===== src/rtl/wta_pkg.sv =====
package wta_pkg;

   typedef enum logic {
      DELIV_LATEST = 1'b0,
      DELIV_QUEUED = 1'b1
   } deliv_e;

endpackage


===== src/rtl/wta_decode.sv =====
module wta_decode #(
   parameter int IDX_W = 3
) (
   input  logic             cmd_val,
   input  logic             cmd_rnw,
   input  logic [IDX_W:0]   cmd_addr,
   output logic             wr_req,
   output logic             port_sel,
   output logic [IDX_W-1:0] seg_idx
);

   // The field above the index picks the port; the index is the low field.
   assign wr_req   = cmd_val & ~cmd_rnw;
   assign port_sel = cmd_addr[IDX_W];
   assign seg_idx  = cmd_addr[IDX_W-1:0];

endmodule


===== src/rtl/wta_lane.sv =====
module wta_lane
   import wta_pkg::*;
#(
   parameter int     SEG_W = 8,
   parameter int     NSEG  = 8,
   parameter int     IDX_W = 3,
   parameter deliv_e MODE  = DELIV_LATEST
) (
   input  logic               clk,
   input  logic               rst_n,
   input  logic               hit,
   input  logic [IDX_W-1:0]   idx,
   input  logic [SEG_W-1:0]   seg,
   input  logic               ack,
   input  logic               take,
   output logic               stall,
   output logic [SEG_W*NSEG-1:0] word,
   output logic               valid
);

   localparam int WORD_W = SEG_W * NSEG;
   localparam int TOP    = NSEG - 1;
   localparam logic [IDX_W:0]   NSEG_V = IDX_W'(0) + (IDX_W+1)'(NSEG);
   localparam logic [IDX_W-1:0] TOP_V  = IDX_W'(TOP);

   initial begin
      assert (NSEG >= 2 && NSEG <= (1 << IDX_W))
         else $error("wta_lane: NSEG must lie in 2..2**IDX_W");
   end

   logic                           in_range;
   logic                           is_top;
   logic                           req;
   logic                           accept;
   logic [NSEG-2:0][SEG_W-1:0]     part_q;
   logic [WORD_W-1:0]              word_q;
   logic                           valid_q;

   assign in_range = {1'b0, idx} < NSEG_V;
   assign is_top   = in_range && (idx == TOP_V);
   assign req      = hit & in_range;
   assign accept   = req & ack;

   // Staging registers for every segment below the top one.
   for (genvar i = 0; i < NSEG - 1; i++) begin : g_stage
      always_ff @(posedge clk or negedge rst_n) begin
         if (!rst_n)
            part_q[i] <= '0;
         else if (accept && idx == IDX_W'(i))
            part_q[i] <= seg;
      end
   end

   always_ff @(posedge clk or negedge rst_n) begin
      if (!rst_n)
         word_q <= '0;
      else if (accept && is_top)
         word_q <= {seg, part_q};
   end

   if (MODE == DELIV_QUEUED) begin : g_queued
      assign stall = req & is_top & valid_q;

      always_ff @(posedge clk or negedge rst_n) begin
         if (!rst_n)
            valid_q <= 1'b0;
         else if (accept && is_top)
            valid_q <= 1'b1;
         else if (take)
            valid_q <= 1'b0;
      end

      assert_fifo_hold_R5: assert property (@(posedge clk) disable iff (!rst_n)
         (valid_q && !take) |=> (valid_q && $stable(word_q)))
         else $error("queued word changed before consumption");
   end else begin : g_latest
      logic unused_take;
      assign unused_take = take;
      assign stall       = 1'b0;

      always_ff @(posedge clk or negedge rst_n) begin
         if (!rst_n)
            valid_q <= 1'b0;
         else if (accept && is_top)
            valid_q <= 1'b1;
      end

      assert_sticky_valid_R4: assert property (@(posedge clk) disable iff (!rst_n)
         valid_q |=> valid_q)
         else $error("latest-value port lost its word");
   end

   assert_word_moves_R3: assert property (@(posedge clk) disable iff (!rst_n)
      (accept && is_top) |=> valid_q)
      else $error("completed word not presented");

   assign word  = word_q;
   assign valid = valid_q;

endmodule


===== src/rtl/wta_target.sv =====
module wta_target
   import wta_pkg::*;
#(
   parameter int     SEG_W   = 8,
   parameter int     ADDR_W  = 5,
   parameter int     IDX_W   = 3,
   parameter int     P0_SEGS = 8,
   parameter int     P1_SEGS = 4,
   parameter deliv_e P0_MODE = DELIV_LATEST,
   parameter deliv_e P1_MODE = DELIV_QUEUED
) (
   input  logic                     clk,
   input  logic                     rst_n,
   input  logic                     bus_val,
   input  logic                     bus_rnw,
   input  logic [ADDR_W-1:0]        bus_addr,
   input  logic [SEG_W-1:0]         bus_wdata,
   output logic                     bus_ack,
   output logic [SEG_W-1:0]         bus_rdata,
   output logic [SEG_W*P0_SEGS-1:0] p0_word,
   output logic                     p0_valid,
   input  logic                     p0_take,
   output logic [SEG_W*P1_SEGS-1:0] p1_word,
   output logic                     p1_valid,
   input  logic                     p1_take
);

   localparam int FIELD_W = IDX_W + 1;

   initial begin
      assert (ADDR_W > FIELD_W)
         else $error("wta_target: address must hold agent, port and index fields");
   end

   logic             wr_req;
   logic             port_sel;
   logic [IDX_W-1:0] seg_idx;
   logic             stall0;
   logic             stall1;
   logic             unused_agent;

   // Agent-number bits are consumed by the network, not here.
   assign unused_agent = ^bus_addr[ADDR_W-1:FIELD_W];

   wta_decode #(.IDX_W(IDX_W)) u_dec (
      .cmd_val  (bus_val),
      .cmd_rnw  (bus_rnw),
      .cmd_addr (bus_addr[FIELD_W-1:0]),
      .wr_req   (wr_req),
      .port_sel (port_sel),
      .seg_idx  (seg_idx)
   );

   assign bus_ack   = bus_val & ~stall0 & ~stall1;
   assign bus_rdata = '0;

   wta_lane #(.SEG_W(SEG_W), .NSEG(P0_SEGS), .IDX_W(IDX_W), .MODE(P0_MODE)) u_lane0 (
      .clk   (clk),
      .rst_n (rst_n),
      .hit   (wr_req & ~port_sel),
      .idx   (seg_idx),
      .seg   (bus_wdata),
      .ack   (bus_ack),
      .take  (p0_take),
      .stall (stall0),
      .word  (p0_word),
      .valid (p0_valid)
   );

   wta_lane #(.SEG_W(SEG_W), .NSEG(P1_SEGS), .IDX_W(IDX_W), .MODE(P1_MODE)) u_lane1 (
      .clk   (clk),
      .rst_n (rst_n),
      .hit   (wr_req & port_sel),
      .idx   (seg_idx),
      .seg   (bus_wdata),
      .ack   (bus_ack),
      .take  (p1_take),
      .stall (stall1),
      .word  (p1_word),
      .valid (p1_valid)
   );

   assert_ack_needs_val_R10: assert property (@(posedge clk) disable iff (!rst_n)
      bus_ack |-> bus_val)
      else $error("acknowledge without command");

   assert_stall_reason_R6: assert property (@(posedge clk) disable iff (!rst_n)
      (bus_val && !bus_rnw && !bus_ack) |-> (p0_valid || p1_valid))
      else $error("write withheld with no pending word");

endmodule


===== config.mk =====
export PLATFORM = sky130hd
export DESIGN_NAME = wta_target
export DESIGN_NICKNAME = d
export VERILOG_FILES = /design/src/rtl/wta_pkg.sv /design/src/rtl/wta_decode.sv /design/src/rtl/wta_lane.sv /design/src/rtl/wta_target.sv
export SDC_FILE = /design/constraint.sdc
export NUM_CORES = 1
export LEC_CHECK = 0
export ABC_AREA = 1
export ABC_CLOCK_PERIOD_IN_PS = 1150
export BUFFER_PORTS_ARGS = -buffer_cell sky130_fd_sc_hd__buf_2
export CAP_MARGIN = 5
export CORE_MARGIN = 2
export CORE_UTILIZATION = 35
export DETAILED_ROUTE_END_ITERATION = 10
export HOLD_SLACK_MARGIN = 0.15
export PLACE_DENSITY_LB_ADDON = 0.25
export SLEW_MARGIN = 0
export SYNTH_ARGS = -nofsm -noshare
export SYNTH_HDL_FRONTEND = slang
export SYNTH_SLANG_ARGS = --single-unit

===== constraint.sdc =====
create_clock -name clk -period 1.15 [get_ports clk]
set_input_delay 0 -clock clk [delete_from_list [all_inputs] [get_ports clk]]
set_output_delay 0 -clock clk [all_outputs]
set_load 0.01 [all_outputs]

# Word level (Yosys, flattened, before mapping)
# Index checks and enable logic that the tools add are counted.
# word_totals
ff_bits	178
inputBits	19
output_inout_bits	107
wordCells	51
# op_classes
n_lt_le_gt_ge	1
n_eq_ne	7
muxes	2
bitwise_logic	12
n_reduce_logical	15
# op_table
operator	n
$logic_and A1 B1 Y1	13
$eq A3 B3 Y1 const B	4
$and A1 B1 Y1	9
$eq A3 B2 Y1 const B	2
$eq A3 B1 Y1 const B	1
$logic_not A3 Y1	1
$lt A3 B3 Y1 const B	1
$not A1 Y1	3
$mux W1	2
$reduce_bool A2 Y1	1

# Logic depth before layout (Yosys ltp)
# Gate-level depths: netlist of run 1.
# logic_depth
ltp_word	11
ltp_mapped	8
mapped_depth_nobuf	7

# Cells and area by module
# Synthesis of run 1 repeated with hierarchy kept, for this count alone.
# hier_totals
hier_cells	812
area_unflattened_um2	7148.1
# modules_own_cells
mod	n_inst	cells_each	area_per_inst_um2	seq_area_each_um2
wta_lane at u_lane0	1	536	4737.0	3027.9
wta_lane at u_lane1	1	254	2278.4	1426.4
wta_target	1	16	92.6	0.0
wta_decode	1	6	40.0	0.0

# Worst setup path before layout of run 1
# No wires, ideal clock.
# synth_timing
path_type	reg-to-reg
startpoint	reg u_lane1.valid_q, in the netlist u_lane1.valid
endpoint	reg u_lane1.part_q[5] in the netlist's numbering
setup_time_ns	0.065
arrival_time_ns	1.253
required_time_ns	1.085
path_slack_ns	-0.168
path_stages_with_launch	9
path_buffers	1
period_less_slack_ns	1.318
cell_sequence	dfrtp_1 inv_1 nor2_1 nand2_1 nor2_1 nor2_1 buf_2 nand4_1 nand2_1
# synth_via
elab_chain_cells	5
# synth_rtl
element	line_no	rtl
start: declaration	wta_lane.sv:37	logic valid_q;
start signal: assignment	wta_lane.sv:66	valid_q <= 1'b0;
start signal: assignment	wta_lane.sv:68	valid_q <= 1'b1;
start signal: assignment	wta_lane.sv:70	valid_q <= 1'b0;
$and A1 B1 Y1	wta_lane.sv:62	assign stall = req & is_top & valid_q;
$not A1 Y1	wta_target.sv:54	assign bus_ack = bus_val & ~stall0 & ~stall1;
$and A1 B1 Y1	wta_target.sv:54	
via bus_ack	wta_target.sv:18	output logic bus_ack,
$and A1 B1 Y1	wta_lane.sv:42	assign accept = req & ack;
$logic_and A1 B1 Y1	wta_lane.sv:49	else if (accept && idx == IDX_W'(i))
end signal: indexed assignment	wta_lane.sv:50	part_q[i] <= seg;
end: declaration	wta_lane.sv:35	logic [NSEG-2:0][SEG_W-1:0] part_q;
# The timed path passes the listed nets, and every way through them passes these cells.
# A chain may end at the register's enable or synchronous reset.

# Final worst setup path of run 1
# layout_timing
startpoint	reg u_lane1.valid_q, in the netlist u_lane1.valid
endpoint	out bus_ack
# layout_via
elab_chain_cells	3
# layout_rtl
element	line_no
$and A1 B1 Y1	wta_lane.sv:62
$not A1 Y1	wta_target.sv:54
$and A1 B1 Y1	wta_target.sv:54
end: declaration	wta_target.sv:18
# No other way between the ends.

==> results of run 1 <==
## synth_stat cells
library cell  number
nor2_1             8
nand3_2            1
clkbuf_1          17
inv_2              1
conb_1             1
buf_2             18
dfrtp_1          178
nand4_1           28
o21ai_1            4
inv_1             96
nand3_1            7
buf_1              1
nor2_2             1
nor3_4             1
buf_4              8
o21ai_0          149
nand2_1          206
## power by group through the flow
stage          Combinational (mW)  Sequential, mW  Clock [mW]
2_1_floorplan               0.853            7.75           0
3_3_place_gp                 1.84            7.67           0
3_5_place_dp                 1.89            7.67           0
4_1_cts                      1.94            7.57        5.69
5_1_grt                      2.32            7.70        5.92
6_report                     1.99            7.59        5.54
## metrics by stage
step                      TNS (ps)  cell area (µm²)  total power [mW]  instances
final                        -6190             9170              15.1       1162
after floorplan               -535             6900              8.60        732
after global routing         -9110             9170              15.9       1162
after CTS                    -3600             8730              15.2       1153
after global placement           0             7990              9.51       1105
after detailed placement     -35.1             7990              9.56       1105
## metal layers
metal / vias up / GRT usage, %
met1: 2566 / 24.0
met3: 15 / 3.83
li1: 2610 / -
met5: - / 0
met4: 2 / 5.73
met2: 119 / 25.3
## final cells by class
cell class | count | area [µm²]
tap | 265 | 332
timing repair buffer | 177 | 1380
sequential | 178 | 4450
fill | 1859 | 10200
multi-input combinational | 413 | 2070
clock inverter | 12 | 108
inverter | 97 | 364
clock buffer | 20 | 457
## registers in the layout, indices dropped and copies added, names as in the netlist
| name | flops |
|---|---|
| u_lane0.word | 64 |
| u_lane0.part_q | 56 |
| u_lane1.word | 32 |
| u_lane1.part_q | 24 |
| u_lane0.valid | 1 |
| u_lane1.valid | 1 |
## how the worst max path moves through the flow
| stage | startpoint | endpoint | slack (ps) | depth (start not counted) |
|---|---|---|---|---|
| 3_3_place_gp | bus_val | u_lane0.word[57] | 8 | 8 |
| 4_1_cts | u_lane1.valid | bus_ack | -290 | 7 |
| 2_1_floorplan | u_lane1.valid | u_lane1.part_q[5] | -40 | 8 |
| 5_1_grt | u_lane1.valid | bus_ack | -370 | 7 |
| 6_report | u_lane1.valid | bus_ack | -300 | 7 |
| 3_5_place_dp | u_lane1.valid | u_lane1.word[12] | -20 | 5 |
## logic make-up (layout without fill, tap and decap cells)
logic type | after synthesis | count (layout) | synth area share, %
other | 1 | 8 | 0.0547
AOI/OAI and AO/OA | 153 | 153 | 11.2
DFF | 178 | 178 | 65.0
buffers and inverters | 141 | 306 | 8.49
and+or+nand+nor | 252 | 252 | 15.3
## worst max-delay path, delay by kind of cell, from the launching register on
family / cells / cell delay (ps)
DFF: 1 / 390
and+or+nand+nor: 4 / 350
buffers and inverters: 3 / 280
## repair_timing
item / CTS / global route
endpoints found under the hold margin: 247 / 21
buffers inserted: 3 / 2
pin swaps: 1 / 5
resized for setup: 3 / 106
setup endpoints to repair: 45 / 102
gates cloned: 1 / 7
## cell usage in the layout (no fill, tap or decap), drive strengths merged, types with 8 or more instances in the layout
cell	count
nand3	8
nand4	28
nand2	206
dlygate4sd3	10
clkbuf	24
nor2	9
inv	98
dfrtp	178
buf	161
conb	8
o21ai	153
clkinv	10
==> impl_metrics.py, run 1 <==
metrics = {
    "floorplan": {
        "pin_count": 126,
        "start_util_pct": 35.4,
        "rows": 51,
        "core_area_um2": 19300,
        "die_area_um2": 20700,
        "fp.dieW_um": 144,
        "die_h_um": 144,
    },
    "final_layout": {
        "layout-drive-gt1-share_pct": 28.4,
        "area.growth.synth_to_final_pct": 33.8,
        "fin_util_pct": 47.4,
        "nets": 903,
        "antenna_cells": 0,
    },
    "global_route": {
        "grt_first_pass_wirelength_um": 26400,
        "grt_pass1_vias": 4896,
        "grt.total_usage_pct": 16.8,
        "grt_remaining_overflow": 0,
        "grt_start_max_net_pins": 54,
        "antenna_found_initial": 1,
    },
    "clock_tree": {
        "clockRootBuffer": "clkbuf_16",
        "cts_hold_buffers": 12,
        "ctsLongestPathBuffers": 2,
        "htree_levels": 4,
        "tritoncts": "built",
        "clk_latency_ps": 430,
        "clk_pin_slew_worst_paths_ps": 70,
        "numCtsBuffers": 17,
        "clock-sinks": 178,
    },
    "setup_path": {
        "cp_slowest_cell": "dfrtp_1",
        "end_kind": "output port",
        "r2r_start": "u_lane1.valid",
        "cp.required_ps": 1150,
        "critical_path_class": "flop to output port",
        "regToRegEndpoint": "u_lane1.part_q[8]",
        "rrSetupSlack_ps": -210,
        "max_stage_delay_ps": 390,
        "crit_chain": "inv_2 -> nor2_1 -> nand2_1 -> nor2_2 -> nor2_4 -> buf_12 -> buf_6",
        "arrival_ps": 1450,
        "cp_max_fo": 3,
        "ff2ff_path_depth": 9,
        "start_kind": "flop",
    },
    "power": {
        "pwr_density_cell_nw_per_um2": 1650,
        "p_leak_nw": 4.70,
        "peakVddDrop_mv": 0.966,
        "pwr-share-seq_pct": 50.2,
        "p_sw_share_pct": 26.9,
        "p_int_mw": 11.1,
        "p_switching_mw": 4.07,
        "clkPwrFrac_pct": 36.6,
        "combPwrFrac_pct": 13.2,
    },
    "outcome": {
        "failed_checks": "setup timing",
        "status": "complete, but fails checks",
    },
    "place": {
        "dp_slack_ps": -15.9,
        "numPortBuffers": 115,
        "hpwlAfterDp_um": 10600,
        "routabilityCongestion": 0.770,
    },
    "drt": {
        "wl_met3_um": 735,
        "drt-vias-per-instance": 4.57,
        "drc": 0,
        "drtPass1Iterations": 4,
        "routed_wl_um": 17300,
        "wire_per_inst_um": 14.9,
        "met1_length_um": 8450,
        "top_layer": "met5",
        "postRouteAntennaNets": 0,
        "wl_met2_um": 7950,
        "via_count": 5312,
        "drt_iter0_drc": 327,
    },
    "synthesis": {
        "synth_top_area_share_pct": 65.0,
        "syn-instance-count": 725,
        "synth_top_cell_by_area": "dfrtp_1",
        "synth-seq-cells": 178,
        "synth_cell_types": 17,
        "synth_seq_area_share_pct": 65.0,
        "syn_area_um2": 6850,
        "yosys-top-cells-area": "dfrtp_1 (65%), nand2_1 (11%), o21ai_0 (11%)",
        "synth_warnings": 0,
        "synth.avg_cell_area_um2": 9.45,
    },
    "timing": {
        "finalCriticalPeriod_ps": 1450,
        "whs_ps": 15.9,
        "timing.final.ws_setup_ps": -301,
        "finalCritPeriodShare_pct": 126,
        "fmax_mhz": 689,
        "fin_worst_skew_ps": 10.5,
        "finalHoldViolations": 0,
        "rsz0062_at_grt": "yes",
        "drv_slew": 0,
        "setup_violations": 46,
    },
    "hold_path": {
        "min_path_type": "input pin to async pin",
    },
    "flow_run": {
        "drv_cap": 0,
    },
}
Note: power is estimated with default switching activity, not from simulation.
==> inputs of run 2 (changes only) <==
--- a/config.mk
+++ b/config.mk
@@ -11,2 +11,4 @@
 export CAP_MARGIN = 5
+export CELL_PAD_IN_SITES_DETAIL_PLACEMENT = 1
+export CELL_PAD_IN_SITES_GLOBAL_PLACEMENT = 1
 export CORE_MARGIN = 2
@@ -16,2 +18,3 @@
 export PLACE_DENSITY_LB_ADDON = 0.25
+export SETUP_SLACK_MARGIN = 0.15
 export SLEW_MARGIN = 0
--- a/constraint.sdc
+++ b/constraint.sdc
@@ -3,2 +3,2 @@
 set_output_delay 0 -clock clk [all_outputs]
-set_load 0.01 [all_outputs]
+set_load 0.02 [all_outputs]
==> impl_metrics.py, run 2 (synthesized netlist as in run 1, its figures left out) <==
metrics = {
    "timing": {
        "finalCriticalPeriod_ps": 1550,
        "setup_violations": 59,
        "whs_ps": 23.1,
        "drv_slew": 0,
        "timing.final.ws_setup_ps": -401,
        "rsz0062_at_grt": "yes",
        "finalHoldViolations": 0,
        "slew_headroom_pct": 60.1,
        "tightest_slew_ps": 598,
        "fmax_mhz": 645,
        "fin_worst_skew_ps": 13.5,
        "finalCritPeriodShare_pct": 135,
    },
    "drt": {
        "postRouteAntennaNets": 0,
        "drtPass1Iterations": 4,
        "drt_iter0_drc": 244,
        "via_count": 5873,
        "drc": 0,
        "routed_wl_um": 22200,
        "wire_per_inst_um": 17.9,
        "drt-vias-per-instance": 4.75,
    },
    "clock_tree": {
        "cts_hold_buffers": 14,
        "clockRootBuffer": "clkbuf_16",
        "numCtsBuffers": 17,
        "clock-sinks": 178,
        "ctsLongestPathBuffers": 2,
        "tritoncts": "built",
        "clk_pin_slew_worst_paths_ps": 80,
        "htree_levels": 4,
        "clk_latency_ps": 440,
    },
    "setup_path": {
        "end_kind": "flop",
        "r2r_start": "u_lane1.valid",
        "critical_path_class": "flop to flop",
        "cp_max_fo": 7,
        "arrival_ps": 1870,
        "ff2ff_path_depth": 10,
        "start_kind": "flop",
        "regToRegEndpoint": "u_lane1.word[13]",
        "cp.required_ps": 1470,
        "rrSetupSlack_ps": -400,
    },
    "global_route": {
        "antenna_found_initial": 0,
        "grt_start_max_net_pins": 57,
        "grt_remaining_overflow": 0,
        "grt.total_usage_pct": 20.6,
        "grt_pass1_vias": 6055,
        "grt_first_pass_wirelength_um": 32000,
    },
    "floorplan": {
        "rows": 51,
        "pin_count": 126,
        "fp.dieW_um": 144,
        "start_util_pct": 35.4,
        "die_h_um": 144,
        "core_area_um2": 19300,
        "die_area_um2": 20700,
    },
    "place": {
        "hpwlAfterDp_um": 12500,
        "dp_slack_ps": -158,
        "routabilityCongestion": 0.796,
        "numPortBuffers": 115,
        "place_area_um2": 7920,
    },
    "hold_path": {
        "min_path_type": "input pin to async pin",
    },
    "power": {
        "combPwrFrac_pct": 18.9,
        "pwr_density_cell_nw_per_um2": 1600,
        "peakVddDrop_mv": 1.15,
        "clkPwrFrac_pct": 35.4,
        "p_leak_nw": 5.23,
        "p_int_mw": 11.9,
        "pwr-share-seq_pct": 45.7,
        "p_sw_share_pct": 29.4,
        "p_switching_mw": 4.94,
    },
    "outcome": {
        "failed_checks": "setup timing",
        "status": "complete, but fails checks",
    },
    "final_layout": {
        "largest_reg_flops": 64,
        "mostFrequentLayoutCells": "dfrtp_1 (175), nand2_1 (167), o21ai_0 (116)",
        "layout_commonest_cell": "dfrtp_1",
        "nets": 977,
        "final_area_um2": 10500,
        "area.growth.synth_to_final_pct": 53.5,
        "layout-drive-gt1-share_pct": 35.6,
    },
    "flow_run": {
        "drv_cap": 0,
    },
}
-- run 2: cell types whose count changed in the layout (fill, tap and decap cells not counted), moves of 5 or more --
| cell | change |
|---|---|
| buf_4 | +69 |
| nand2_4 | +6 |
| buf_6 | +93 |
| buf_16 | +5 |
| o21ai_0 | -12 |
| buf_2 | -94 |
| o21ai_2 | +15 |
| clkinv_2 | -5 |
-- run 2: repair_timing --
action                     4_1_cts  5_1_grt
cloned                           7        5
setup endpoints to repair      102      172
setup buffers                   30       46
resized for setup              143      167
pin swaps                        4       10
hold endpoints to repair       243       33
-- run 2: power groups by stage --
stage,Clock [mW],Combinational (mW),Sequential (mW)
finish,5.96,3.17,7.68
CTS,6.02,2.63,7.63
floorplan,0,0.881,8.03
global route,6.34,3.50,7.77
global placement,0,2.15,7.66
detailed placement,0,2.25,7.70
-- run 2: final cells by class --
cell class	count	area, µm²
Sequential cell	178	4460
Multi-Input combinational cell	413	2170
Fill cell	2177	8820
Tap cell	265	332
Clock inverter	14	169
Antenna cell	1	2.50
Timing Repair Buffer	251	2600
Clock buffer	18	429
Inverter	97	364
-- run 2: worst max-delay path by stage --
stage	startpoint	end	depth (start not counted)
after floorplan	u_lane1.valid	u_lane1.part_q[10]	8
after global placement	u_lane1.valid	u_lane1.part_q[9]	8
after detailed placement	bus_addr[3]	u_lane0.part_q[24]	6
after CTS	u_lane1.valid	bus_ack	7
after global routing	u_lane1.valid	u_lane1.word[13]	10
final	u_lane1.valid	u_lane1.word[13]	10
-- run 2: routing by layer --
metal	routed length, µm	global-route usage (%)	vias up
met4	382	7.07	0
met2	11300	34.9	160
met1	9500	26.2	2936
li1	-	-	2749
met3	990	4.33	28
met5	0	0	-
-- run 2: worst max-delay path, cell delays in order, from the launching register on --
cell and delay [ps]:
dfrtp_2 410, inv_2 80, buf_6 100, buf_6 80, buf_6 80, nand4_1 90
buf_6 180, buf_12 150, buf_16 150, nand2_2 50, o21ai_1 70
-- run 2: stage by stage --
stage	util, %	power [mW]	instances	TNS, ps
after floorplan	-	8.91	732	-1090
after global placement	40.9	9.81	1102	-4110
after detailed placement	40.9	9.95	1102	-8740
after CTS	49.2	16.3	1185	-15320
after global routing	54.4	17.6	1236	-20210
final	54.4	16.8	1237	-16890
==> inputs of run 3 (changes only) <==
- CORE_UTILIZATION: 35 -> 38
==> impl_metrics.py, run 3 (synthesized netlist as in run 1, its figures left out) <==
metrics = {
    "setup_path": {
        "end_kind": "output port",
        "rrSetupSlack_ps": -280,
        "cp.required_ps": 1150,
        "startpoint": "u_lane1.valid",
        "r2r_start": "u_lane1.valid",
        "regToRegEndpoint": "u_lane1.word[3]",
        "ff2ff_path_depth": 9,
        "start_kind": "flop",
        "critical_path_class": "flop to output port",
        "cp_max_fo": 2,
        "arrival_ps": 1430,
    },
    "floorplan": {
        "die_h_um": 138,
        "pin_count": 126,
        "rows": 49,
        "core_area_um2": 17800,
        "fp.dieW_um": 138,
        "die_area_um2": 19100,
        "start_util_pct": 38.4,
    },
    "global_route": {
        "grt_remaining_overflow": 0,
        "antenna_found_initial": 0,
        "met2_usage_pct": 36.3,
        "grt_pass1_vias": 6196,
        "use_met1_pct": 28.3,
        "grt_util_met3_pct": 4.43,
        "grt_start_max_net_pins": 43,
        "grt_first_pass_wirelength_um": 33000,
        "grt.total_usage_pct": 21.8,
        "top_usage_layer": "met2",
    },
    "final_layout": {
        "largest_reg_flops": 64,
        "nets": 971,
        "layout-drive-gt1-share_pct": 33.2,
        "final_area_um2": 10100,
        "fin_util_pct": 56.4,
        "layout_commonest_cell": "nand2_1",
        "mostFrequentLayoutCells": "nand2_1 (190), dfrtp_1 (177), o21ai_0 (115)",
        "nFillCells": 1991,
        "fin_cells": 1195,
        "area.growth.synth_to_final_pct": 46.8,
    },
    "place": {
        "placedCellCount": 1077,
        "routabilityCongestion": 0.802,
        "place_area_um2": 7970,
        "hpwlAfterDp_um": 12700,
        "numPortBuffers": 115,
    },
    "drt": {
        "drt-vias-per-instance": 4.90,
        "drc": 0,
        "wire_per_inst_um": 18.1,
        "drtPass1Iterations": 4,
        "via_count": 5850,
        "drt_iter0_drc": 314,
        "postRouteAntennaNets": 0,
        "routed_wl_um": 21700,
    },
    "clock_tree": {
        "clk_latency_ps": 430,
        "clock-sinks": 178,
        "cts_hold_buffers": 10,
        "clockRootBuffer": "clkbuf_16",
        "tritoncts": "built",
        "ctsLongestPathBuffers": 2,
        "clk_pin_slew_worst_paths_ps": 70,
        "htree_levels": 4,
        "numCtsBuffers": 17,
    },
    "outcome": {
        "status": "complete, but fails checks",
        "failed_checks": "setup timing",
    },
    "timing": {
        "fin_worst_skew_ps": 10.8,
        "finalHoldViolations": 0,
        "drv_slew": 0,
        "whs_ps": 62.5,
        "tightest_slew_ps": 509,
        "timing.final.ws_setup_ps": -283,
        "rsz0062_at_grt": "yes",
        "finalCriticalPeriod_ps": 1430,
        "finalCritPeriodShare_pct": 125,
        "setup_violations": 58,
        "slew_headroom_pct": 66.0,
        "fmax_mhz": 698,
    },
    "hold_path": {
        "min_path_type": "input pin to async pin",
    },
    "power": {
        "power_mw": 16.9,
        "pwr_density_cell_nw_per_um2": 1680,
        "peakVddDrop_mv": 1.17,
        "p_leak_nw": 5.11,
    },
    "flow_run": {
        "drv_cap": 0,
    },
}
[run 3: cell types whose count changed in the layout (fill, tap and decap cells not counted), sizes merged]
cell,change
clkinvlp,+1
dlymetal6s4s,-1
bufinv,+2
inv,-6
clkinv,+3
dlygate4sd3,-3
buf,-3
nor2,+1
[run 3: through the flow]
| step | TNS [ps] | worst slack, ps |
|---|---|---|
| 2_1_floorplan | -1090 | -59.7 |
| 3_3_place_gp | -16920 | -433 |
| 3_5_place_dp | -24590 | -597 |
| 4_1_cts | -9710 | -227 |
| 5_1_grt | -15780 | -356 |
| 6_report | -12470 | -283 |
[run 3: timing repair]
item                                   in CTS  in global routing
setup endpoints to repair                  77                139
gates cloned                                5                  4
endpoints found under the hold margin     241                 33
setup buffers                              19                 47
resized for setup                          91                117
pin swaps                                   5                  9
[run 3: per-layer routing]
metal  share of wire (%)  up-vias
met2                  50      170
met1                  42     2907
met5                   0        -
li1                    -     2739
met3                 4.8       34
met4                 2.6        0
[run 3: how the worst max path moves through the flow]
| stage | end | slack [ps] | cells after the start |
|---|---|---|---|
| final | bus_ack | -280 | 6 |
| after global routing | bus_ack | -360 | 6 |
| after CTS | bus_ack | -230 | 6 |
| after detailed placement | u_lane1.part_q[11] | -600 | 7 |
| after global placement | u_lane1.part_q[2] | -430 | 7 |
| after floorplan | u_lane1.part_q[10] | -60 | 8 |
[run 3: critical path, cell delays in order (launching register included)]
cell     delay (ps)
dfrtp_2         410
inv_2            70
nor2_1           40
nand2_1         110
nor2_4           60
nor2_4          160
buf_6           150
[run 3: layout make-up]
type	instances	area, µm²	share of cell area [%]
inverters	97	368	3.66
clock buffers	18	439	4.37
well taps	229	287	2.85
multi-input cells	414	2040	20.3
flip-flops and latches	178	4460	44.3
diodes	1	2.50	0.0249
clock inverters	14	203	2.01
repair buffers	244	2270	22.5
[run 3: power breakdown]
group | leakage [nW] | internal [mW] | switching (mW)
Combinational | 2.44 | 1.34 | 1.67
Clock | 0.305 | 3.73 | 2.53
Sequential | 2.37 | 7.10 | 0.547
